### src/rtl/ssq_pkg.sv
package ssq_pkg;
    typedef enum logic [2:0] {
        ST_IDLE  = 3'd0,
        ST_CCM   = 3'd1,
        ST_SOFT  = 3'd2,
        ST_PROP  = 3'd3,
        ST_WAIT  = 3'd4,
        ST_INTEG = 3'd5
    } ssq_state_e;
endpackage

### src/rtl/ssq_tick_counter.sv
module ssq_tick_counter #(
    parameter int W = 7
) (
    input  logic         clk,
    input  logic         rst_n,
    input  logic         clr,
    input  logic         inc,
    output logic [W-1:0] cnt
);
    always_ff @(posedge clk or negedge rst_n) begin
        if (!rst_n)
            cnt <= '0;
        else if (clr)
            cnt <= '0;
        else if (inc)
            cnt <= cnt + 1'b1;
    end
endmodule

### src/rtl/ssq_bias_timer.sv
module ssq_bias_timer #(
    parameter int BIAS_TICKS = 500
) (
    input  logic clk,
    input  logic rst_n,
    input  logic uvlo,
    input  logic running,
    input  logic tick_ms,
    output logic bias_en
);
    localparam int BW = $clog2(BIAS_TICKS + 1);
    localparam logic [BW-1:0] LIMIT = BW'(BIAS_TICKS);

    logic [BW-1:0] cnt_q;

    always_ff @(posedge clk or negedge rst_n) begin
        if (!rst_n)
            cnt_q <= '0;
        else if (uvlo || !running)
            cnt_q <= '0;
        else if (tick_ms && (cnt_q < LIMIT))
            cnt_q <= cnt_q + 1'b1;
    end

    assign bias_en = (cnt_q < LIMIT);


    bias_stays_off_chk: assert property (@(posedge clk) disable iff (!rst_n)
        (!bias_en && !uvlo && running) |=> !bias_en);
endmodule

### src/rtl/ssq_duty_ramp.sv
module ssq_duty_ramp #(
    parameter int TW         = 7,
    parameter int DUTY_W     = 8,
    parameter int RAMP_TICKS = 26
) (
    input  logic              ramp_active,
    input  logic              ramp_done,
    input  logic [TW-1:0]     n,
    output logic [DUTY_W-1:0] duty
);
    localparam int PW = TW + DUTY_W;
    localparam logic [PW-1:0] FULL   = PW'((1 << DUTY_W) - 1);
    localparam logic [PW-1:0] STEPS  = PW'(RAMP_TICKS);

    logic [PW-1:0] prod;
    logic [PW-1:0] quot;

    always_comb begin
        prod = PW'(n) * FULL;
        quot = prod / STEPS;
        if (ramp_done)
            duty = FULL[DUTY_W-1:0];
        else if (!ramp_active)
            duty = '0;
        else if (PW'(n) >= STEPS)
            duty = FULL[DUTY_W-1:0];
        else
            duty = quot[DUTY_W-1:0];
    end
endmodule

### src/rtl/ssq_startup_seq.sv
module ssq_startup_seq
    import ssq_pkg::*;
#(
    parameter int BIAS_TICKS   = 500,
    parameter int CCM_TICKS    = 2,
    parameter int RAMP_TICKS   = 26,
    parameter int P1_MAX_TICKS = 100,
    parameter int SETTLE_TICKS = 45,
    parameter int PEAK_HALVES  = 3,
    parameter int DUTY_W       = 8
) (
    input  logic              clk,
    input  logic              rst_n,
    input  logic              uvlo,
    input  logic              tick_ms,
    input  logic              tick_half,
    input  logic              supply_ok,
    input  logic              comp_low,
    input  logic              peak_pulse,
    output logic              bias_en,
    output logic              ilim_low,
    output logic              freq_fix,
    output logic [DUTY_W-1:0] duty_ceil,
    output logic              gain_int,
    output logic [2:0]        phase
);
    localparam int TMAX = (P1_MAX_TICKS > SETTLE_TICKS) ? P1_MAX_TICKS : SETTLE_TICKS;
    localparam int TW   = $clog2(TMAX + 1);
    localparam int HW   = $clog2(PEAK_HALVES + 1);
    localparam logic [TW-1:0] CCM_LAST    = TW'(CCM_TICKS - 1);
    localparam logic [TW-1:0] P1_LAST     = TW'(P1_MAX_TICKS - 1);
    localparam logic [TW-1:0] SETTLE_LAST = TW'(SETTLE_TICKS - 1);
    localparam logic [HW-1:0] HALF_LAST   = HW'(PEAK_HALVES - 1);

    ssq_state_e    state_q, state_d;
    logic [TW-1:0] tmr;
    logic [HW-1:0] hcnt;
    logic          armed_q;
    logic          tmr_clr, tmr_inc, h_clr, h_inc;
    logic          ramp_active, ramp_done;

    // state register
    always_ff @(posedge clk or negedge rst_n) begin
        if (!rst_n)
            state_q <= ST_IDLE;
        else
            state_q <= state_d;
    end

    // peak arming flag for WAIT_PEAK
    always_ff @(posedge clk or negedge rst_n) begin
        if (!rst_n)
            armed_q <= 1'b0;
        else if (state_q != ST_WAIT || uvlo)
            armed_q <= 1'b0;
        else if (peak_pulse)
            armed_q <= 1'b1;
    end

    // next-state logic
    always_comb begin
        state_d = state_q;
        unique case (state_q)
            ST_IDLE:  if (supply_ok) state_d = ST_CCM;
            ST_CCM:   if (tick_ms && tmr == CCM_LAST) state_d = ST_SOFT;
            ST_SOFT:  if (comp_low || (tick_ms && tmr == P1_LAST)) state_d = ST_PROP;
            ST_PROP:  if (tick_ms && tmr == SETTLE_LAST) state_d = ST_WAIT;
            ST_WAIT:  if (armed_q && tick_half && hcnt == HALF_LAST) state_d = ST_INTEG;
            ST_INTEG: state_d = ST_INTEG;
            default:  state_d = ST_IDLE;
        endcase
        if (uvlo)
            state_d = ST_IDLE;
    end

    // phase timer: runs continuously across CCM_PREVENT and SOFT_START
    assign tmr_clr = uvlo || (state_q == ST_IDLE) ||
                     ((state_d != state_q) && !(state_q == ST_CCM && state_d == ST_SOFT));
    assign tmr_inc = tick_ms && (state_q == ST_CCM || state_q == ST_SOFT || state_q == ST_PROP);

    ssq_tick_counter #(.W(TW)) u_phase_tmr (
        .clk   (clk),
        .rst_n (rst_n),
        .clr   (tmr_clr),
        .inc   (tmr_inc),
        .cnt   (tmr)
    );

    // half-tick counter after the arming peak
    assign h_clr = (state_q != ST_WAIT) || (peak_pulse && !armed_q);
    assign h_inc = tick_half && armed_q;

    ssq_tick_counter #(.W(HW)) u_half_cnt (
        .clk   (clk),
        .rst_n (rst_n),
        .clr   (h_clr),
        .inc   (h_inc),
        .cnt   (hcnt)
    );

    ssq_bias_timer #(.BIAS_TICKS(BIAS_TICKS)) u_bias (
        .clk     (clk),
        .rst_n   (rst_n),
        .uvlo    (uvlo),
        .running (state_q != ST_IDLE),
        .tick_ms (tick_ms),
        .bias_en (bias_en)
    );

    ssq_duty_ramp #(.TW(TW), .DUTY_W(DUTY_W), .RAMP_TICKS(RAMP_TICKS)) u_ramp (
        .ramp_active (ramp_active),
        .ramp_done   (ramp_done),
        .n           (tmr),
        .duty        (duty_ceil)
    );

    // output decode
    always_comb begin
        ilim_low    = 1'b0;
        freq_fix    = 1'b0;
        gain_int    = 1'b0;
        ramp_active = 1'b0;
        ramp_done   = 1'b0;
        unique case (state_q)
            ST_IDLE:  ;
            ST_CCM:   begin ilim_low = 1'b1; freq_fix = 1'b1; ramp_active = 1'b1; end
            ST_SOFT:  ramp_active = 1'b1;
            ST_PROP:  ramp_done = 1'b1;
            ST_WAIT:  ramp_done = 1'b1;
            ST_INTEG: begin ramp_done = 1'b1; gain_int = 1'b1; end
            default:  ;
        endcase
    end

    assign phase = state_q;


    uvlo_idle_chk: assert property (@(posedge clk) disable iff (!rst_n)
        uvlo |=> (phase == 3'd0));


    idle_exit_chk: assert property (@(posedge clk) disable iff (!rst_n)
        (state_q == ST_CCM && $past(state_q) == ST_IDLE) |-> $past(supply_ok));


    ccm_len_chk: assert property (@(posedge clk) disable iff (!rst_n)
        (state_q == ST_SOFT && $past(state_q) == ST_CCM) |-> ($past(tick_ms) && $past(tmr) == CCM_LAST));


    soft_exit_chk: assert property (@(posedge clk) disable iff (!rst_n)
        (state_q == ST_PROP && $past(state_q) == ST_SOFT) |-> ($past(comp_low) || $past(tmr) == P1_LAST));


    duty_mono_chk: assert property (@(posedge clk) disable iff (!rst_n)
        ((state_q == ST_CCM || state_q == ST_SOFT) && ($past(state_q) == ST_CCM || $past(state_q) == ST_SOFT))
        |-> (duty_ceil >= $past(duty_ceil)));


    integ_entry_chk: assert property (@(posedge clk) disable iff (!rst_n)
        (state_q == ST_INTEG && $past(state_q) == ST_WAIT) |-> ($past(armed_q) && $past(tick_half)));


    integ_hold_chk: assert property (@(posedge clk) disable iff (!rst_n)
        (gain_int && !uvlo) |=> gain_int);
endmodule

### config.mk
export PLATFORM = sky130hd
export DESIGN_NAME = ssq_startup_seq
export DESIGN_NICKNAME = d
export VERILOG_FILES = /design/src/rtl/ssq_pkg.sv /design/src/rtl/ssq_tick_counter.sv /design/src/rtl/ssq_bias_timer.sv /design/src/rtl/ssq_duty_ramp.sv /design/src/rtl/ssq_startup_seq.sv
export SDC_FILE = /design/constraint.sdc
export NUM_CORES = 1
export LEC_CHECK = 0
export CAP_MARGIN = 20
export CORE_ASPECT_RATIO = 1.1
export CORE_MARGIN = 4
export CORE_UTILIZATION = 60
export CTS_CLUSTER_DIAMETER = 40
export DETAILED_ROUTE_END_ITERATION = 12
export DONT_BUFFER_PORTS = 1
export GPL_TIMING_DRIVEN = 0
export PLACE_DENSITY = 0.76
export SLEW_MARGIN = 5
export SYNTH_ARGS = -nofsm -noshare
export SYNTH_HDL_FRONTEND = slang
export SYNTH_SLANG_ARGS = --single-unit
### constraint.sdc
create_clock -name clk -period 11.8 [get_ports clk]
set_input_delay 2.95 -clock clk [delete_from_list [all_inputs] [get_ports clk]]
set_output_delay 2.95 -clock clk [all_outputs]
set_load 0.005 [all_outputs]
After elaboration in Yosys (flattened, before gate mapping)
Cells that the tools add are included.
{"block": "totals", "regBits": 22, "inputBits": 8, "output_inout_bits": 15, "elab_cells": 75}
{"block": "op_classes", "addsub": 3, "mul": 1, "div_mod_pow": 1, "order_cmp": 2, "eq_ne": 12, "mux": 22, "n_reduce_logical": 29}
{"operator": "$mux 8", "n": 3}
{"operator": "$mux 3", "n": 6}
{"operator": "$mux 9", "n": 2}
{"operator": "$pmux 3 s6", "n": 1}
{"operator": "$div 15x5->15 const B", "n": 1}
{"operator": "$mul 7x8->15 const B", "n": 1}
{"operator": "$mux 7", "n": 2}
{"operator": "$logic_and 1x1->1", "n": 10}
{"operator": "$add 9x1->9 const B", "n": 1}
{"operator": "$eq 3x2->1 const B", "n": 3}
{"operator": "$lt 9x9->1 const B", "n": 1}
{"operator": "$logic_or 1x1->1", "n": 8}
{"operator": "$reduce_bool 2->1", "n": 4}
{"operator": "$add 7x1->7 const B", "n": 1}
{"operator": "$eq 7x1->1 const B", "n": 1}
{"operator": "$eq 7x6->1 const B", "n": 1}
{"operator": "$eq 7x7->1 const B", "n": 1}
{"operator": "$ge 7x5->1 const B", "n": 1}
{"operator": "$eq 3x3->1 const B", "n": 2}
{"operator": "$mux 1", "n": 6}
{"operator": "$mux 2", "n": 2}
{"operator": "$eq 3x1->1 const B", "n": 1}
{"operator": "$logic_not 1->1", "n": 3}
{"operator": "$logic_not 3->1", "n": 1}
{"operator": "other kinds (7)", "n": 7}

Logic depth before layout (Yosys ltp)
Gate-level depths: netlist (run 1).
{"block": "logic_depth", "depth_word": 12, "ltp_mapped": 36, "mapped_depth_nobuf": 31}

By module
A second synthesis (run 1) with hierarchy kept.
{"block": "hier_totals", "hier_cells": 745, "hier_area_um2": 5748.0}
{"mod": "ssq_duty_ramp", "n_inst": 1, "cells_each": 600, "area_each_um2": 4386.7}
{"mod": "ssq_bias_timer", "n_inst": 1, "cells_each": 59, "area_each_um2": 553.0}
{"mod": "ssq_startup_seq", "n_inst": 1, "cells_each": 50, "area_each_um2": 411.6}
{"mod": "ssq_tick_counter (u_phase_tmr)", "n_inst": 1, "cells_each": 29, "area_each_um2": 307.8}
{"mod": "ssq_tick_counter (u_half_cnt)", "n_inst": 1, "cells_each": 7, "area_each_um2": 88.8}

Worst setup path after synthesis (run 1)
No wires, ideal clock.
{"block": "synth_path", "path_kind": "flip-flop to output port", "start": "register u_phase_tmr.cnt[1]", "end": "output port duty_ceil[1]", "arrival_time_ns": 8.331, "required_ns": 8.850, "slack_ns": 0.519, "stages_incl_launch_ff": 35, "cell_sequence": "dfrtp_1 > fa_1 > fa_1 > fa_1 > inv_1 > fa_1 > inv_1 > ha_1 > buf_2 > o211ai_1 > a21o_1 > a21o_1 > a211o_1 > buf_4 > a2111oi_1 > a31oi_1 > a22oi_1 > nand3_1 > o21a_1 > a21oi_2 > mux2_4 > o21ai_4 > buf_6 > a21oi_1 > o211ai_1 > a31oi_1 > or2_1 > buf_2 > o221a_4 > nor4_4 > nor4b_1 > or4_1 > nand3_1 > maj3_1 > a21o_1"}
{"block": "synth_via", "elab_chain_len": 5, "word_cells_on_any_way": 6}
{"element": "start: declaration", "line": "ssq_tick_counter.sv:8", "text": "output logic [W-1:0] cnt"}
{"element": "start signal: assignment", "line": "ssq_tick_counter.sv:16", "text": "cnt <= cnt + 1'b1;"}
{"element": "$mul 7x8->15", "line": "ssq_duty_ramp.sv:19", "text": "prod = PW'(n) * FULL;"}
{"element": "$div 15x5->15", "line": "ssq_duty_ramp.sv:20", "text": "quot = prod / STEPS;"}
{"element": "$mux 8 *", "line": "ssq_duty_ramp.sv:25", "text": "else if (PW'(n) >= STEPS)"}
{"element": "$mux 8 *", "line": "ssq_duty_ramp.sv:23", "text": "else if (!ramp_active)"}
{"element": "$mux 8 *", "line": "ssq_duty_ramp.sv:21", "text": "if (ramp_done)"}
{"element": "end: declaration", "line": "ssq_startup_seq.sv:23", "text": "output logic [DUTY_W-1:0] duty_ceil,"}
Every way passes the cells marked *; elsewhere a longest branch is shown, timed or not.

Final worst setup path (run 1)
{"block": "layout_path", "start": "register u_phase_tmr.cnt[6]", "end": "output port duty_ceil[1]"}
The elaborated chain is that of the path after synthesis.

==> impl_metrics.py, run 1 <==
metrics = {
    "layout": {
        "fin_util_pct": 82.0,
        "register_area_um2": 557,
        "syn_to_final_growth_pct": 32.1,
        "drive_above_1_share_pct": 31.4,
        "nFillCells": 506,
        "diodes": 0,
        "final_nets": 775,
        "multi_input_area_um2": 4870,
    },
    "worst_hold_path": {
        "hp-class": "reg -> reg",
        "min_from": "u_bias.cnt_q[8]",
        "worst_hold_path.endpoint": "u_bias.cnt_q[8]",
        "whs_path_depth": 2,
    },
    "logic_synthesis": {
        "synth_common_cells": "nor2_1, ha_1, nand2_1",
        "synth_compound_area_share_pct": 31.0,
        "synth_xor_xnor_area_share_pct": 7.39,
        "syn_area_um2": 4960,
        "synth_nets": 699,
        "muxShareOfSynthArea_pct": 2.77,
        "yosysTopAreaCell": "ha_1",
        "synth.area.top_cells": "ha_1, dfrtp_1, fa_1",
        "syn_area_per_cell_um2": 7.93,
        "ys_seq_area_share_pct": 11.1,
        "synth_top_family_by_area": "compound AO/OA/AOI/OAI gates",
        "ys_seq_elements": 22,
        "synth-edff-count": 0,
        "yosysTopAreaCellShare_pct": 12.1,
        "ys_async_sr_fraction_pct": 100,
        "netlist_instances": 626,
        "post-synth-top-count-cell": "nor2_1",
        "ys.flop_type": "dfrtp_1",
        "synth_fa_ha_area_share_pct": 19.8,
        "synth-simple-area-share_pct": 22.3,
        "yosysWarnings": 0,
        "ys_types": 99,
    },
    "floorplanning": {
        "io_pins": 23,
        "core_um2": 8000,
        "die-area_um2": 9790,
        "die_h_um": 103,
        "die-width_um": 94.7,
        "start_util_pct": 62.0,
        "row_count": 34,
    },
    "worst_setup_path": {
        "critPathTopFamily": "adder cells",
        "worst-setup-path-type": "reg -> out",
        "r2r-start": "u_phase_tmr.cnt[4]",
        "crit_top_cell": "buf_6",
        "r2r_slack_ns": 8.92,
        "cp_max_fo": 7,
        "max_stage_delay_ns": 0.64,
        "end_kind": "output pin",
        "start_kind": "register",
        "cp-startpoint": "u_phase_tmr.cnt[6]",
        "timing.rr.end": "u_phase_tmr.cnt[3]",
        "path_buf_inv": 9,
        "worstPathArrival_ns": 8.96,
        "crit_slowest_cell": "fa_2",
        "cp.required_ns": 8.85,
        "reg2reg_depth": 14,
    },
    "routing": {
        "vias": 5546,
        "wl_per_cell_um": 19.7,
        "via_per_inst": 6.86,
        "first_pass_iters": 5,
        "first_iter_violations": 456,
        "drtAntennaViolNets": 0,
        "wirelength_um": 15900,
        "drc": 0,
    },
    "job": {
        "max-cap-violations": 0,
    },
    "timing": {
        "worst_slew_pin_slew_ns": 1.11,
        "period_share_pct": 101,
        "setup_viol": 2,
        "period_minus_slack_ns": 11.91,
        "finalClockSkew_ns": 0.00379,
        "holdWs_ns": 0.522,
        "worst_slack_ns": -0.106,
        "fmax_mhz": 84.0,
        "hold_viol": 0,
        "slew_headroom_pct": 25.7,
        "drv_slew": 0,
        "setup_tns_ns": -0.176,
        "rsz0062_at_grt": "yes",
    },
    "clock_network": {
        "clock_latency_ns": 0.27,
        "clock_sinks": 22,
        "max-clock-path-buffers": 2,
        "cts.reportedPaths.clkPinSlew_ns": 0.09,
        "htree_levels": 1,
        "numCtsBuffers": 3,
        "cts-root-buf": "clkbuf_8",
        "cts_tree": "built",
        "postCtsHoldBufs": 0,
    },
    "placement": {
        "io_buffers": 0,
        "place_hpwl_um": 9550,
        "gp_congestion": 0.997,
    },
    "global_route": {
        "grt_pass1_wl_um": 22600,
        "antenna_found_initial": 0,
        "first_global_vias": 4924,
        "grt_max_degree": 23,
        "grt_use_total_pct": 27.6,
        "grt_overflow": 0,
    },
    "run_status": {
        "failed_checks": "setup timing",
        "outcome": "finished, violations left",
    },
    "pwr": {
        "cellLeakagePower_nw": 2.84,
        "power_density_nw_per_um2": 27.6,
        "design_power_total_mw": 0.181,
        "irDropWorstVdd_mv": 0.0387,
    },
}
kinds of logic after synthesis:
kind of cell,count (synthesis)
flops,22
xor+xnor,41
fa+ha+maj,69
buf+inv,66
mux,13
simple gates,213
compound gates,202
state kept, by name (all words and copies together) (netlist names):
register,cells
u_phase_tmr.cnt,7
u_half_cnt.cnt,2
u_bias.cnt_q,9
phase,3
armed_q,1
per-layer routing:
layer	track usage (%)	part of all wire, %	vias to the layer above
met3	3.55	6.1	69
li1	-	-	2514
met1	35.0	40	2674
met5	0	0	-
met4	7.55	3.4	0
met2	49.3	51	289
per-stage QoR:
| step | worst slack [ns] | cells | instance area (µm²) |
|---|---|---|---|
| 2_1_floorplan | 0.519 | 626 | 4960 |
| 3_3_place_gp | -0.515 | 734 | 5100 |
| 3_5_place_dp | -0.663 | 734 | 5100 |
| 4_1_cts | 0.00468 | 767 | 5730 |
| 5_1_grt | -0.423 | 809 | 6560 |
| 6_report | -0.106 | 809 | 6560 |
cell type report:
cell class | instances | area share, %
Tap cell | 108 | 2.06
Clock buffer | 3 | 0.630
Buffer | 26 | 2.84
Clock inverter | 1 | 0.458
Multi-Input combinational cell | 539 | 74.4
Timing Repair Buffer | 72 | 8.99
Inverter | 38 | 2.18
Sequential cell | 22 | 8.49
worst reg2reg max path, delay by kind of cell (launching register included):
family	cells	cell delay, ns
compound gates	3	0.52
xor+xnor	1	0.19
fa+ha+maj	1	0.22
buf+inv	2	0.37
flops	1	0.44
simple gates	7	1.08
worst max-delay path by stage:
| stage | to | depth (start not counted) |
|---|---|---|
| after detailed placement | duty_ceil[1] | 31 |
| after global placement | duty_ceil[0] | 30 |
| after CTS | duty_ceil[1] | 35 |
| final | duty_ceil[1] | 37 |
| after global routing | duty_ceil[0] | 34 |
| after floorplan | duty_ceil[1] | 34 |
power by group:
| group | leakage [nW] | total [mW] | switching (mW) | internal [mW] |
|---|---|---|---|---|
| clock network | 0.0357 | 0.0720 | 0.0267 | 0.0454 |
| registers | 0.297 | 0.0765 | 0.000686 | 0.0758 |
| logic | 2.50 | 0.0327 | 0.0200 | 0.0127 |
cells in the final DEF, fill, tap and decap left out, types with 5 or more instances in the layout:
cell type,instances
o21ai_0,20
buf_4,67
ha_1,44
nand3_1,22
buf_6,10
nand4_1,10
a21oi_2,5
xnor2_1,22
o21ai_4,6
o21a_1,5
nand2_1,37
a31oi_1,5
nor2_1,48
nand2_2,6
o211ai_1,9
a22oi_1,6
clkbuf_1,10
inv_1,35
a211o_1,5
mux2i_1,10
dfrtp_2,5
dfrtp_1,17
xnor2_4,5
and2_1,5
nor3_1,22
a21oi_1,27
o21ai_2,5
fa_1,15
nand2b_1,8
a21o_1,12
o22ai_1,5
and3_1,10
xor2_1,12
what timing repair did:
item,4_1_cts,5_1_grt
endpoints found under the setup margin,4,3
pin swaps,17,64
buffers inserted,30,41
gates cloned,0,2
gates resized for setup,69,99
No activity file was read; power rests on OpenSTA's default activity.
==> run 2: changes to the inputs <==
--- a/config.mk
+++ b/config.mk
@@ -6,14 +6,16 @@
 export NUM_CORES = 1
 export LEC_CHECK = 0
 export CAP_MARGIN = 20
+export CELL_PAD_IN_SITES_DETAIL_PLACEMENT = 1
+export CELL_PAD_IN_SITES_GLOBAL_PLACEMENT = 1
 export CORE_ASPECT_RATIO = 1.1
 export CORE_MARGIN = 4
-export CORE_UTILIZATION = 60
+export CORE_UTILIZATION = 45
 export CTS_CLUSTER_DIAMETER = 40
 export DETAILED_ROUTE_END_ITERATION = 12
 export DONT_BUFFER_PORTS = 1
 export GPL_TIMING_DRIVEN = 0
-export PLACE_DENSITY = 0.76
+export PLACE_DENSITY = 0.74
 export SLEW_MARGIN = 5
 export SYNTH_ARGS = -nofsm -noshare
 export SYNTH_HDL_FRONTEND = slang
==> run 2 against run 1 <==
  * The flow still finishes with violations (setup timing)
  * Die area rose by 30%
  * Global-route usage down 1.9 points
  * First-iteration DRC count shrank 22%
  * Register-to-register slack got worse by 0.12 ns
  * Power is 6.0% higher
  * Routed wire length is 19% higher
  * Largest cell class unchanged
  * Sequential share of layout area rose by 0.054 points
  * Clock skew up 0.0013 ns
  * Final cell count rose by 4.3%
  * Clock power up 14%
  * Critical path depth is 2 lower
  * Via count fell by 1.4%
==> impl_metrics.py, run 2 (synthesis results as in run 1) <==
metrics = {
    "run_status": {
        "outcome": "finished, violations left",
        "failed_checks": "setup timing",
    },
    "layout": {
        "finalNonFillerCells": 844,
        "diodes": 0,
        "layout_commonest_cell": "buf_4",
        "final_nets": 775,
        "drive_above_1_share_pct": 31.2,
        "final_cell_mix": "buf_4, nor2_1, ha_1",
        "postLayoutCellArea_um2": 6520,
        "nFillCells": 1254,
        "syn_to_final_growth_pct": 31.3,
        "largest_reg_flops": 9,
        "register_area_um2": 557,
        "multi_input_area_um2": 4820,
        "regMostFlops": "u_bias.cnt_q",
    },
    "global_route": {
        "grt_overflow": 0,
        "antenna_found_initial": 0,
        "grt_pass1_wl_um": 27500,
        "first_global_vias": 5550,
        "grt_use_total_pct": 25.7,
        "grt_max_degree": 23,
    },
    "timing": {
        "finalClockSkew_ns": 0.00509,
        "slew_headroom_pct": 26.5,
        "setup_tns_ns": -0.595,
        "period_share_pct": 103,
        "rsz0062_at_grt": "yes",
        "hold_viol": 0,
        "holdWs_ns": 0.578,
        "fmax_mhz": 82.5,
        "drv_slew": 0,
        "worst_slew_pin_slew_ns": 1.09,
        "period_minus_slack_ns": 12.11,
        "setup_viol": 2,
        "worst_slack_ns": -0.314,
    },
    "placement": {
        "place_hpwl_um": 11300,
        "gp_congestion": 0.899,
        "place_area_um2": 5140,
        "io_buffers": 0,
        "place_ws_ns": -0.959,
        "placed_cells": 769,
    },
    "worst_setup_path": {
        "r2r-start": "u_phase_tmr.cnt[4]",
        "timing.rr.end": "u_phase_tmr.cnt[4]",
        "crit_top_cell": "buf_4",
        "path_buf_inv": 8,
        "path_depth": 35,
        "worstSetupEndpoint": "duty_ceil[1]",
        "cp_max_fo": 8,
        "cp.required_ns": 8.85,
        "worstPathArrival_ns": 9.16,
        "max_stage_delay_ns": 0.65,
        "cp-startpoint": "u_phase_tmr.cnt[6]",
        "reg2reg_depth": 14,
        "r2r_slack_ns": 8.80,
        "start_kind": "register",
        "worst-setup-path-type": "reg -> out",
        "end_kind": "output pin",
        "crit_slowest_cell": "fa_2",
        "critPathTopFamily": "compound AO/OA/AOI/OAI gates",
    },
    "clock_network": {
        "htree_levels": 1,
        "cts-root-buf": "clkbuf_16",
        "clock_sinks": 22,
        "cts.reportedPaths.clkPinSlew_ns": 0.06,
        "cts_tree": "built",
        "numCtsBuffers": 3,
        "max-clock-path-buffers": 2,
        "postCtsHoldBufs": 0,
        "clock_latency_ns": 0.26,
    },
    "pwr": {
        "power_density_nw_per_um2": 29.5,
        "cellLeakagePower_nw": 2.84,
        "irDropWorstVdd_mv": 0.0528,
    },
    "routing": {
        "first_iter_violations": 354,
        "drtAntennaViolNets": 0,
        "drc": 0,
        "wirelength_um": 18900,
        "via_per_inst": 6.48,
        "vias": 5469,
        "first_pass_iters": 5,
        "wl_per_cell_um": 22.4,
    },
    "floorplanning": {
        "die_h_um": 118,
        "io_pins": 23,
        "core_um2": 10600,
        "die-area_um2": 12800,
        "start_util_pct": 46.9,
        "row_count": 39,
        "die-width_um": 108,
    },
    "job": {
        "max-cap-violations": 0,
    },
    "worst_hold_path": {
        "hp-class": "reg -> reg",
    },
}
## run 2: what timing repair did
item	in CTS	in global routing
buffers inserted	40	32
endpoints found under the setup margin	4	3
gates cloned	1	1
gates resized for setup	97	51
pin swaps	30	44
## run 2: worst min path at each step
stage	startpoint	end	slack [ns]	depth (start not counted)
2_1_floorplan	u_bias.cnt_q[8]	u_bias.cnt_q[8]	0.46	2
3_3_place_gp	u_bias.cnt_q[8]	u_bias.cnt_q[8]	0.48	2
3_5_place_dp	u_bias.cnt_q[0]	u_bias.cnt_q[0]	0.57	2
4_1_cts	u_bias.cnt_q[6]	u_bias.cnt_q[6]	0.58	2
5_1_grt	u_bias.cnt_q[1]	u_bias.cnt_q[1]	0.61	2
6_report	u_bias.cnt_q[8]	u_bias.cnt_q[8]	0.58	2
## run 2: final cells by class
cell class / instances / share of cell area [%]
multi-input combinational: 538 / 74.0
buffer: 25 / 2.36
clock buffer: 4 / 1.36
sequential: 22 / 8.55
timing repair buffer: 74 / 8.80
inverter: 38 / 2.19
tap: 143 / 2.75
## run 2: stage by stage
stage	util [%]	power, mW
after floorplan	-	0.0978
after global placement	48.6	0.103
after detailed placement	48.6	0.104
after CTS	56.9	0.188
after global routing	61.5	0.198
final	61.5	0.192
## run 2: tightest hold or removal path, cell delays in order (launching register included)
cell and delay, ns:
dfrtp_1 0.37, a21oi_1 0.05, nor2_1 0.11
## run 2: where the power goes
part | internal [mW] | switching, mW | total, mW | leakage, nW
registers | 0.0759 | 0.000668 | 0.0766 | 0.297
logic | 0.0128 | 0.0210 | 0.0338 | 2.50
clock network | 0.0519 | 0.0299 | 0.0818 | 0.0442
## run 2: layer usage
| layer | vias to the layer above | GRT usage [%] | wire length [µm] |
|---|---|---|---|
| li1 | 2501 | - | - |
| met3 | 58 | 1.74 | 596 |
| met4 | 0 | 8.37 | 718 |
| met1 | 2738 | 31.5 | 7650 |
| met2 | 172 | 46.9 | 9930 |
| met5 | - | 0 | 0 |
